File: src/rtl/spi_guard_pkg.sv
package spi_guard_pkg;

    typedef enum logic [2:0] {
        OP_STATUS   = 3'd0,
        OP_MASK_A   = 3'd1,
        OP_MASK_B   = 3'd2,
        OP_MODE     = 3'd3,
        OP_CLR_A    = 3'd4,
        OP_CLR_B    = 3'd5,
        OP_DEADTIME = 3'd6,
        OP_UNUSED   = 3'd7
    } cmd_op_e;

    // Codes that become illegal once the configuration is locked
    function automatic logic op_lockable(input logic [2:0] op);
        return (op == OP_MASK_A) || (op == OP_MASK_B) ||
               (op == OP_MODE)   || (op == OP_DEADTIME);
    endfunction

    function automatic logic op_defined(input logic [2:0] op);
        return op != OP_UNUSED;
    endfunction

    typedef struct packed {
        logic locked;
        logic werr;
        logic exec;
    } gate_st_t;

endpackage

File: src/rtl/spi_line_sync.sv
module spi_line_sync #(
    parameter int   STAGES  = 2,
    parameter logic RST_VAL = 1'b0
) (
    input  logic clk,
    input  logic rst_n,
    input  logic d,
    output logic q
);
    logic [STAGES-1:0] chain_d, chain_q;

    always_comb begin
        chain_d = {chain_q[STAGES-2:0], d};
    end

    always_ff @(posedge clk or negedge rst_n) begin
        if (!rst_n) chain_q <= {STAGES{RST_VAL}};
        else        chain_q <= chain_d;
    end

    assign q = chain_q[STAGES-1];
endmodule

File: src/rtl/spi_frame_check.sv
module spi_frame_check #(
    parameter int CNT_W = 3
) (
    input  logic clk,
    input  logic rst_n,
    input  logic cs_n_s,
    input  logic sck_s,
    input  logic sdi_s,
    input  logic cal_active,
    output logic frame_err
);
    typedef struct packed {
        logic             cs_p;
        logic             sck_p;
        logic             sdi_p;
        logic [CNT_W-1:0] cnt;
        logic             seen;
        logic             err;
    } frm_st_t;

    frm_st_t st_d, st_q;
    logic cs_fall, cs_rise, sck_rise, line_move;

    always_comb begin
        cs_fall   = st_q.cs_p & ~cs_n_s;
        cs_rise   = ~st_q.cs_p & cs_n_s;
        sck_rise  = ~st_q.sck_p & sck_s;
        line_move = (st_q.sck_p ^ sck_s) | (st_q.sdi_p ^ sdi_s);

        st_d       = st_q;
        st_d.cs_p  = cs_n_s;
        st_d.sck_p = sck_s;
        st_d.sdi_p = sdi_s;
        st_d.err   = 1'b0;

        if (cs_fall) begin
            st_d.cnt  = '0;
            st_d.seen = 1'b0;
        end else if (sck_rise && !cs_n_s) begin
            st_d.cnt  = st_q.cnt + 1'b1;
            st_d.seen = 1'b1;
        end

        if (cs_rise && ((st_q.cnt != '0) || !st_q.seen))
            st_d.err = 1'b1;
        if (cal_active && line_move)
            st_d.err = 1'b1;
    end

    always_ff @(posedge clk or negedge rst_n) begin
        if (!rst_n) begin
            st_q      <= '0;
            st_q.cs_p <= 1'b1;
        end else begin
            st_q <= st_d;
        end
    end

    assign frame_err = st_q.err;
endmodule

File: src/rtl/cmd_lock_gate.sv
module cmd_lock_gate
    import spi_guard_pkg::*;
#(
    parameter int OP_W = 3
) (
    input  logic            clk,
    input  logic            rst_n,
    input  logic            cmd_valid,
    input  logic [OP_W-1:0] cmd_op,
    input  logic            cmd_lock,
    output logic            write_err,
    output logic            cmd_exec,
    output logic            locked
);
    gate_st_t st_d, st_q;
    logic     illegal;

    always_comb begin
        illegal = !op_defined(cmd_op) || (st_q.locked && op_lockable(cmd_op));

        st_d      = st_q;
        st_d.werr = cmd_valid & illegal;
        st_d.exec = cmd_valid & ~illegal;
        if (cmd_valid && !illegal && (cmd_op == OP_MODE) && cmd_lock)
            st_d.locked = 1'b1;
    end

    always_ff @(posedge clk or negedge rst_n) begin
        if (!rst_n) st_q <= '0;
        else        st_q <= st_d;
    end

    assign write_err = st_q.werr;
    assign cmd_exec  = st_q.exec;
    assign locked    = st_q.locked;
endmodule

File: src/rtl/spi_frame_guard.sv
module spi_frame_guard #(
    parameter int SYNC_STAGES = 2,
    parameter int CNT_W       = 3,
    parameter int OP_W        = 3
) (
    input  logic            clk,
    input  logic            rst_n,
    input  logic            cs_n_in,
    input  logic            sck_in,
    input  logic            sdi_in,
    input  logic            cal_active,
    input  logic            cmd_valid,
    input  logic [OP_W-1:0] cmd_op,
    input  logic            cmd_lock,
    output logic            frame_err,
    output logic            write_err,
    output logic            cmd_exec,
    output logic            locked
);
    localparam int         N_LINES   = 3;
    localparam logic [2:0] LINE_IDLE = 3'b001;  // bit0 chip select idles high

    logic [N_LINES-1:0] raw, synced;
    assign raw = {sdi_in, sck_in, cs_n_in};

    for (genvar i = 0; i < N_LINES; i++) begin : g_sync
        spi_line_sync #(
            .STAGES (SYNC_STAGES),
            .RST_VAL(LINE_IDLE[i])
        ) u_sync (
            .clk  (clk),
            .rst_n(rst_n),
            .d    (raw[i]),
            .q    (synced[i])
        );
    end

    spi_frame_check #(.CNT_W(CNT_W)) u_frame (
        .clk       (clk),
        .rst_n     (rst_n),
        .cs_n_s    (synced[0]),
        .sck_s     (synced[1]),
        .sdi_s     (synced[2]),
        .cal_active(cal_active),
        .frame_err (frame_err)
    );

    cmd_lock_gate #(.OP_W(OP_W)) u_gate (
        .clk      (clk),
        .rst_n    (rst_n),
        .cmd_valid(cmd_valid),
        .cmd_op   (cmd_op),
        .cmd_lock (cmd_lock),
        .write_err(write_err),
        .cmd_exec (cmd_exec),
        .locked   (locked)
    );
endmodule

File: config.mk
export PLATFORM = sky130hd
export DESIGN_NAME = spi_frame_guard
export DESIGN_NICKNAME = d
export VERILOG_FILES = /design/src/rtl/spi_guard_pkg.sv /design/src/rtl/spi_line_sync.sv /design/src/rtl/spi_frame_check.sv /design/src/rtl/cmd_lock_gate.sv /design/src/rtl/spi_frame_guard.sv
export SDC_FILE = /design/constraint.sdc
export NUM_CORES = 1
export LEC_CHECK = 0
export CAP_MARGIN = 10
export CORE_AREA = 2 2 41 43
export DETAILED_ROUTE_END_ITERATION = 8
export DIE_AREA = 0 0 43 45
export DONT_BUFFER_PORTS = 1
export HOLD_SLACK_MARGIN = 0.12
export PLACE_DENSITY = 0.62
export SLEW_MARGIN = 20
export SYNTH_ARGS = -nofsm -noshare
export SYNTH_HDL_FRONTEND = slang
export SYNTH_SLANG_ARGS = --single-unit
File: constraint.sdc
create_clock -name clk -period 1.65 [get_ports clk]
set_input_delay 0.165 -clock clk [delete_from_list [all_inputs] [get_ports clk]]
set_output_delay 0.165 -clock clk [all_outputs]
set_load 0.05 [all_outputs]
# Yosys cells after proc, flatten, opt, wreduce, memory -nomap -nowiden
# Index checks and enable logic that the tools add are counted.
# classes
n_addsub,1
n_eq_ne,5
n_mux,4
bitwise_logic,12
n_reduce_logical,18
# op_table
op,count
two-way mux 4 bit,2
logical AND 1 bit,7
"== test 3 x 2 -> 1 bit, second input constant",2
AND 1 bit,5
logical OR 1 bit,5
logical NOT 1 bit,4
NOT 1 bit,4
"adder 3 x 1 -> 3 bit, second input constant",1
"== test 3 x 1 -> 1 bit, second input constant",1
"== test 3 bit, second input constant",1
"inequality test 3 bit, second input constant",1
nonzero test 3 bit,1
two-way mux 1 bit,2
nonzero test 2 bit,1
XOR 1 bit,2
OR 1 bit,1
# totals
register_bits,17
in_bits,11
out_inout_bits,4
elab_cells,52

# Depth between registers and ports, before layout
# Gate-level depths: netlist of the first run.
# depth
depth_word,10
ltp_mapped,5
depth_no_buf,5

# By module
# Synthesis of the first run repeated with hierarchy kept, for this count alone.
# unflattened
cells_unflattened,49
hier_area_um2,644.4
# modules_own_cells
module,n_inst,cells_each,area_per_inst_um2,seq_area_each_um2
spi_frame_check,1,33,359.1,201.4
cmd_lock_gate,1,10,132.6,75.1
spi_line_sync at g_sync[1].u_sync ...,2,2,50.0,50.0
spi_line_sync at g_sync[0].u_sync,1,2,52.6,52.6

# Least setup slack after synthesis of the first run
# OpenSTA, ideal clock, no wires.
# synth_path
kind,register to register
from,"register u_gate.st_q, in the netlist u_gate.locked"
to,"register u_gate.st_q, in the netlist u_gate.cmd_exec"
setup_time_ns,0.066
arrival_time_ns,1.164
required_time_ns,1.584
setup_slack_ns,0.420
stages_incl_launch_ff,4
path_buffers,0
period_less_slack_ns,1.230
cell_sequence,dfrtp_1 -> mux2_4 -> a22oi_2 -> and2_1
# synth_rtl
element,line_no,rtl
"start, declared",cmd_lock_gate.sv:15,"gate_st_t st_d, st_q;"
"start signal, assigned",cmd_lock_gate.sv:30,else st_q <= st_d;

==> results of run 1 <==
## worst max path at each step
stage	cells after the start	from	endpoint
6_report	4	u_gate.locked	u_gate.cmd_exec
4_1_cts	4	u_gate.locked	u_gate.cmd_exec
5_1_grt	4	u_gate.locked	u_gate.cmd_exec
3_3_place_gp	4	g_sync[1].u_sync.chain_q[1]	u_frame.st_q[2]
2_1_floorplan	3	u_gate.locked	u_gate.cmd_exec
3_5_place_dp	5	u_frame.st_q[6]	u_frame.st_q[3]
## kinds of logic after synthesis
logic type / after synthesis
compound gates: 10
xor+xnor: 1
fa+ha+maj: 3
buf+inv: 5
flops: 17
mux: 2
simple gates: 11
## sequential cells by signal, summed over array words and instances, names as in the netlist
| signal | cells |
|---|---|
| u_frame.frame_err | 1 |
| u_frame.st_q | 7 |
| u_gate.write_err | 1 |
| u_gate.cmd_exec | 1 |
| g_sync.u_sync.chain_q | 6 |
| u_gate.locked | 1 |
## synth_stat cells, drive strengths merged
cell type	instances
a21oi	2
a22oi	1
a2bb2oi	1
a41o	1
and2	1
and2b	1
dfrtp	14
dfstp	3
ha	3
inv	5
mux2	1
mux2i	1
nand2	3
nor2	3
nor2b	3
o21ai	2
o22ai	2
o31ai	1
xor2	1
## layout make-up
cell class	count	area (um2)	share of cell area
Inverter	5	18.8	0.0234
Clock buffer	3	22.5	0.0281
Timing Repair Buffer	11	108	0.134
Clock inverter	1	5.00	0.00624
Sequential cell	17	429	0.535
Multi-Input combinational cell	27	199	0.248
Tap cell	16	20.0	0.0250
## metal layers
| layer | vias up | global-route usage |
|---|---|---|
| li1 | 196 | - |
| met1 | 201 | 0.138 |
| met2 | 11 | 0.209 |
| met3 | 4 | 0.0440 |
| met4 | 0 | 0.0909 |
| met5 | - | 0 |
## placed cells by master, fill, tap and decap left out, types with 2 or more instances in the layout
cell | synthesis | layout
dfrtp_1 | 14 | 14
dlygate4sd3_1 | 0 | 10
inv_1 | 5 | 5
nand2_1 | 3 | 3
nor2_1 | 3 | 3
nor2b_1 | 3 | 3
ha_1 | 3 | 3
clkbuf_4 | 0 | 3
dfstp_2 | 3 | 3
o21ai_0 | 2 | 2
a21oi_1 | 2 | 2
o22ai_1 | 2 | 2
## power breakdown
| part | switching, W | internal, W | leakage (nW) | total (W) |
|---|---|---|---|---|
| registers | 0.0000552 | 0.000459 | 0.202 | 0.000514 |
| logic | 0.0000680 | 0.0000689 | 0.160 | 0.000137 |
| clock network | 0.000125 | 0.0000901 | 0.0177 | 0.000215 |
## worst max-delay path, cell delays in order (launching register included)
cell and delay (ns):
dfrtp_1 0.39, buf_4 0.20, a22oi_2 0.19, and2_1 0.14
dlygate4sd3_1 0.53
## per-stage QoR
| stage | instance area, um2 | hold slack [ns] | setup slack (ns) | power (W) | util |
|---|---|---|---|---|---|
| floorplan | 647 | -0.131 | 0.420 | 0.000600 | - |
| global route | 802 | 0.182 | 0.0887 | 0.000917 | 0.545 |
| CTS | 802 | 0.171 | 0.136 | 0.000879 | 0.545 |
| global placement | 674 | -0.130 | 0.541 | 0.000622 | 0.458 |
| finish | 802 | 0.193 | 0.137 | 0.000866 | 0.545 |
| detailed placement | 674 | -0.130 | 0.500 | 0.000627 | 0.458 |
==> impl_metrics.yaml, run 1 <==
critical_path:
  start_kind: "register"
  critPathMaxFanout: 3
  crit_type: "register to register"
  rrSetupSlack_ns: 0.14
  end_kind: "register"
  worst_ep_required_time_ns: 1.88
  rr_worst_depth: 4
  reg2reg_from: "u_gate.locked"
  worst_ep_arrival_time_ns: 1.74
  worstReg2RegEnd: "u_gate.cmd_exec"
job:
  maxCapViolations: 0
floorplan:
  core_um2: 1470
  die_w_um: 43
  ios: 15
  die_y_um: 45
  initial_utilization: 0.440
  floorplan.rows: 14
  design.die.area_um2: 1940
logic_synthesis:
  synthMuxAreaShare: 0.0387
  yosysTopAreaCell: "dfrtp_1"
  yosys.area_share.simple: 0.0870
  synth_xor_area_frac: 0.0135
  syn_avg_cell_area_um2: 13.2
  synthCells: 49
  synthTopCellsByArea: "dfrtp_1 54%, dfstp_2 12%, ha_1 5.8%, inv_1 2.9%, nor2b_1 2.9%"
  yosysTopAreaCellShare: 0.542
  synth_compound_area_frac: 0.110
  synth_nets: 63
  synth-adder-area-share: 0.0580
  yosys_warnings: 0
  synth.yosys.seq_area_share: 0.663
  synth_top_family_by_area: "compound AO/OA/AOI/OAI gates"
  syn_area_um2: 647
  ys_ff_latch: 17
  synth_cell_types: 19
sta:
  fin_tns_setup_ns: 0
  slew_headroom: 0.515
  rsz0062_at_grt: "no"
  tightest_slew_ns: 0.725
  fin_worst_skew_ns: 0.00366
  setup_violations: 0
  post-route-period-util: 0.917
  period_needed_ns: 1.51
  final-hold-violation-count: 0
  fmax_mhz: 661
  slew_viol_final: 0
min_path:
  worstHoldStart: "cmd_op[1]"
  hold_depth: 2
  holdPathEnd: "u_gate.locked"
  hp-class: "input pin to register"
route:
  vias: 412
  drtIter0Drc: 1
  met2_length_um: 558
  routedWlPerCell_um: 12.9
  ant_nets: 0
  met3_length_um: 48
  drtPass1Iterations: 2
  wl_met1_um: 406
  routed_wl_um: 1030
  viasPerCell: 5.15
  drc: 0
  top_layer: "met4"
clocking:
  cts_tree: "yes"
  ctsHtreeMaxLevel: 1
  postCtsResizedCells: 0
  clockRootBuffer: "clkbuf_4"
  cts_hold_buf: 10
  clk_latency_ns: 0.29
  cts_sinks: 17
  cts_setup_buffers: 0
  cts_inserted_buffers: 3
  path_clk_slew_ns: 0.09
  clk_path_buf_depth: 2
layout:
  finalNetCount: 79
  stdcell_count: 80
  fillers: 141
  syn2layout_area_growth_pct: 24.0
  antennaDiodeCount: 0
  final_layout_size_suffix_gt1_frac: 0.172
run_status:
  status: "finished clean"
grt:
  grt_pass1_vias: 413
  grt_overflow: 0
  antenna_found_initial: 0
  grt_max_degree: 18
  grt_pass1_wl_um: 1720
  track_usage: 0.127
power_and_ir_drop:
  cellPowerDensity_nw_per_um2: 1080
  p_leak_nw: 0.380
  ir_drop_mv: 0.700
placed_design:
  hpwl_um: 690
  place.gp.congestion: 0.768
  port_buffers: 0
  placedCellCount: 66
Note: power is estimated with default switching activity, not from simulation.
==> run 2, diff against run 1 <==
--- a/config.mk
+++ b/config.mk
@@ -5,13 +5,14 @@
 export SDC_FILE = /design/constraint.sdc
 export NUM_CORES = 1
 export LEC_CHECK = 0
+export ABC_AREA = 1
 export CAP_MARGIN = 10
-export CORE_AREA = 2 2 41 43
+export CORE_AREA = 2 2 42 44
 export DETAILED_ROUTE_END_ITERATION = 8
-export DIE_AREA = 0 0 43 45
+export DIE_AREA = 0 0 44 46
 export DONT_BUFFER_PORTS = 1
 export HOLD_SLACK_MARGIN = 0.12
-export PLACE_DENSITY = 0.62
+export PLACE_DENSITY = 0.61
 export SLEW_MARGIN = 20
 export SYNTH_ARGS = -nofsm -noshare
 export SYNTH_HDL_FRONTEND = slang
==> impl_metrics.yaml, run 2 <==
run_status:
  status: "finished clean"
logic_synthesis:
  async_reset_ff_frac: 1.00
  synth_cell_types: 16
  yosys_warnings: 0
  synth.yosys.seq_area_share: 0.650
  synthTopCellsByArea: "dfrtp_1 53%, dfstp_2 12%, nand2_1 8.0%, ha_1 5.7%, inv_1 4.5%"
  yosysTopAreaCell: "dfrtp_1"
  synthCells: 62
  synth_common_cells: "14 x dfrtp_1, 14 x nand2_1, 8 x inv_1"
  synthFlopType: "dfrtp_1"
  yosysTopAreaCellShare: 0.530
  synth_nets: 76
  syn_area_um2: 661
  syn_avg_cell_area_um2: 10.7
  synth_edf_count: 0
  ys_ff_latch: 17
critical_path:
  worst_ep_arrival_time_ns: 1.50
  worstReg2RegEnd: "u_gate.cmd_exec"
  end_kind: "register"
  cp-startpoint: "cmd_op[1]"
  critPathMaxFanout: 2
  start_kind: "input pin"
  rr_worst_depth: 4
  crit_type: "input pin to register"
  cp-endpoint: "u_gate.cmd_exec"
  reg2reg_from: "u_gate.locked"
  worst_ep_required_time_ns: 1.87
  rrSetupSlack_ns: 0.38
route:
  routed_wl_um: 924
  routedWlPerCell_um: 9.94
  drtPass1Iterations: 1
  ant_nets: 0
  drtIter0Drc: 0
  drc: 0
  viasPerCell: 4.65
  vias: 432
min_path:
  worstHoldStart: "cmd_op[0]"
  hp-class: "input pin to register"
floorplan:
  floorplan.rows: 15
  ios: 15
  core_um2: 1610
  design.die.area_um2: 2020
  initial_utilization: 0.409
  die_y_um: 46
  die_w_um: 44
layout:
  antennaDiodeCount: 0
  regMostFlops: "u_frame.st_q"
  mostFrequentLayoutCells: "14 x nand2_1, 14 x dfrtp_1, 9 x dlygate4sd3_1"
  finalNetCount: 91
  largest_register_ff_count: 7
  syn2layout_area_growth_pct: 22.0
  top_regs: "u_frame.st_q x7, g_sync.u_sync.chain_q x6"
  final_layout_size_suffix_gt1_frac: 0.158
  stdcell_count: 93
grt:
  grt_pass1_wl_um: 1550
  antenna_found_initial: 0
  grt_pass1_vias: 400
  grt_overflow: 0
  track_usage: 0.110
  grt_max_degree: 18
clocking:
  cts_tree: "yes"
  ctsHtreeMaxLevel: 1
  clk_latency_ns: 0.28
  cts_sinks: 17
  path_clk_slew_ns: 0.09
  clk_path_buf_depth: 2
  cts_inserted_buffers: 3
  cts_setup_buffers: 0
  clockRootBuffer: "clkbuf_4"
sta:
  post-route-period-util: 0.775
  slew_viol_final: 0
  setup_violations: 0
  final-hold-violation-count: 0
  slew_headroom: 0.515
  rsz0062_at_grt: "no"
  period_needed_ns: 1.28
  fmax_mhz: 782
  hold_slack_ns: 0.130
  fin_worst_skew_ns: 0.00118
  fin_tns_setup_ns: 0
  tightest_slew_ns: 0.725
power_and_ir_drop:
  cellPowerDensity_nw_per_um2: 930
  p_int_w: 0.000568
  ir_drop_mv: 0.597
  seqPwrFrac: 0.633
  p_sw_frac: 0.242
  p_leak_nw: 0.412
  power.switching_w: 0.000181
  combPwrFrac: 0.089
  finalPower_w: 0.000749
  clockPowerShare: 0.278
placed_design:
  place.gp.congestion: 0.699
  placedCellCount: 80
  port_buffers: 0
  hpwl_um: 684
job:
  maxCapViolations: 0
-- run 2: cell count changes in the layout (fill, tap and decap cells not counted), sizes merged, moves of 2 or more --
cell   change
nor2       +2
o22ai      -2
inv        +4
nor2b      -3
nand3      +3
nand2     +14
-- run 2: worst min-delay path by stage --
stage | slack [ns] | cells past startpoint | endpoint
after global placement | -0.13 | 0 | u_frame.frame_err
after CTS | 0.12 | 4 | u_gate.write_err
after floorplan | -0.13 | 0 | g_sync[1].u_sync.chain_q[0]
after global routing | 0.15 | 4 | u_gate.write_err
final | 0.13 | 4 | u_gate.write_err
after detailed placement | -0.13 | 0 | u_frame.frame_err
-- run 2: area by class of cell --
| cell class | instances | area, um2 |
|---|---|---|
| Multi-Input combinational cell | 36 | 198 |
| Inverter | 9 | 33.8 |
| Tap cell | 17 | 21.3 |
| Sequential cell | 17 | 429 |
| Fill cell | 152 | 808 |
| Timing Repair Buffer | 10 | 97.6 |
| Clock buffer | 4 | 26.3 |
-- run 2: power groups by stage --
stage | sequential [W] | combinational, W | clock [W]
final | 0.000474 | 0.0000670 | 0.000208
after global routing | 0.000477 | 0.0000775 | 0.000238
after CTS | 0.000475 | 0.0000690 | 0.000225
after detailed placement | 0.000483 | 0.0000439 | 0
after global placement | 0.000482 | 0.0000420 | 0
after floorplan | 0.000480 | 0.0000364 | 0
-- run 2: timing repair --
action / in CTS / in global routing
hold endpoints to repair: 24 / 0
resized for setup: 0 / 0
hold buffers: 9 / 0
-- run 2: kinds of logic (layout without fill, tap and decap cells) --
| kind of cell | count (synthesis) | in the layout | synth area share |
|---|---|---|---|
| buf+inv | 9 | 23 | 0.0511 |
| simple gates | 26 | 26 | 0.178 |
| compound gates | 6 | 6 | 0.0511 |
| flops | 17 | 17 | 0.650 |
| fa+ha+maj | 3 | 3 | 0.0568 |
| xor+xnor | 1 | 1 | 0.0133 |
-- run 2: layer usage --
| metal | share of wire | global-route usage |
|---|---|---|
| met2 | 0.52 | 0.188 |
| met5 | 0 | 0 |
| met3 | 0.041 | 0.0119 |
| met4 | 0 | 0.0909 |
| met1 | 0.43 | 0.122 |
-- run 2: critical path, stage by stage --
cell,delay (ns)
dlygate4sd3_1,0.55
inv_1,0.06
nand2_1,0.06
a21oi_1,0.12
dlygate4sd3_1,0.55
-- run 2: through the flow --
stage                util  setup WS (ns)  area [um2]
floorplan               -          0.572         661
CTS                 0.499          0.372         806
global route        0.499          0.259         806
finish              0.499          0.371         806
detailed placement  0.427          0.611         689
global placement    0.427          0.614         689
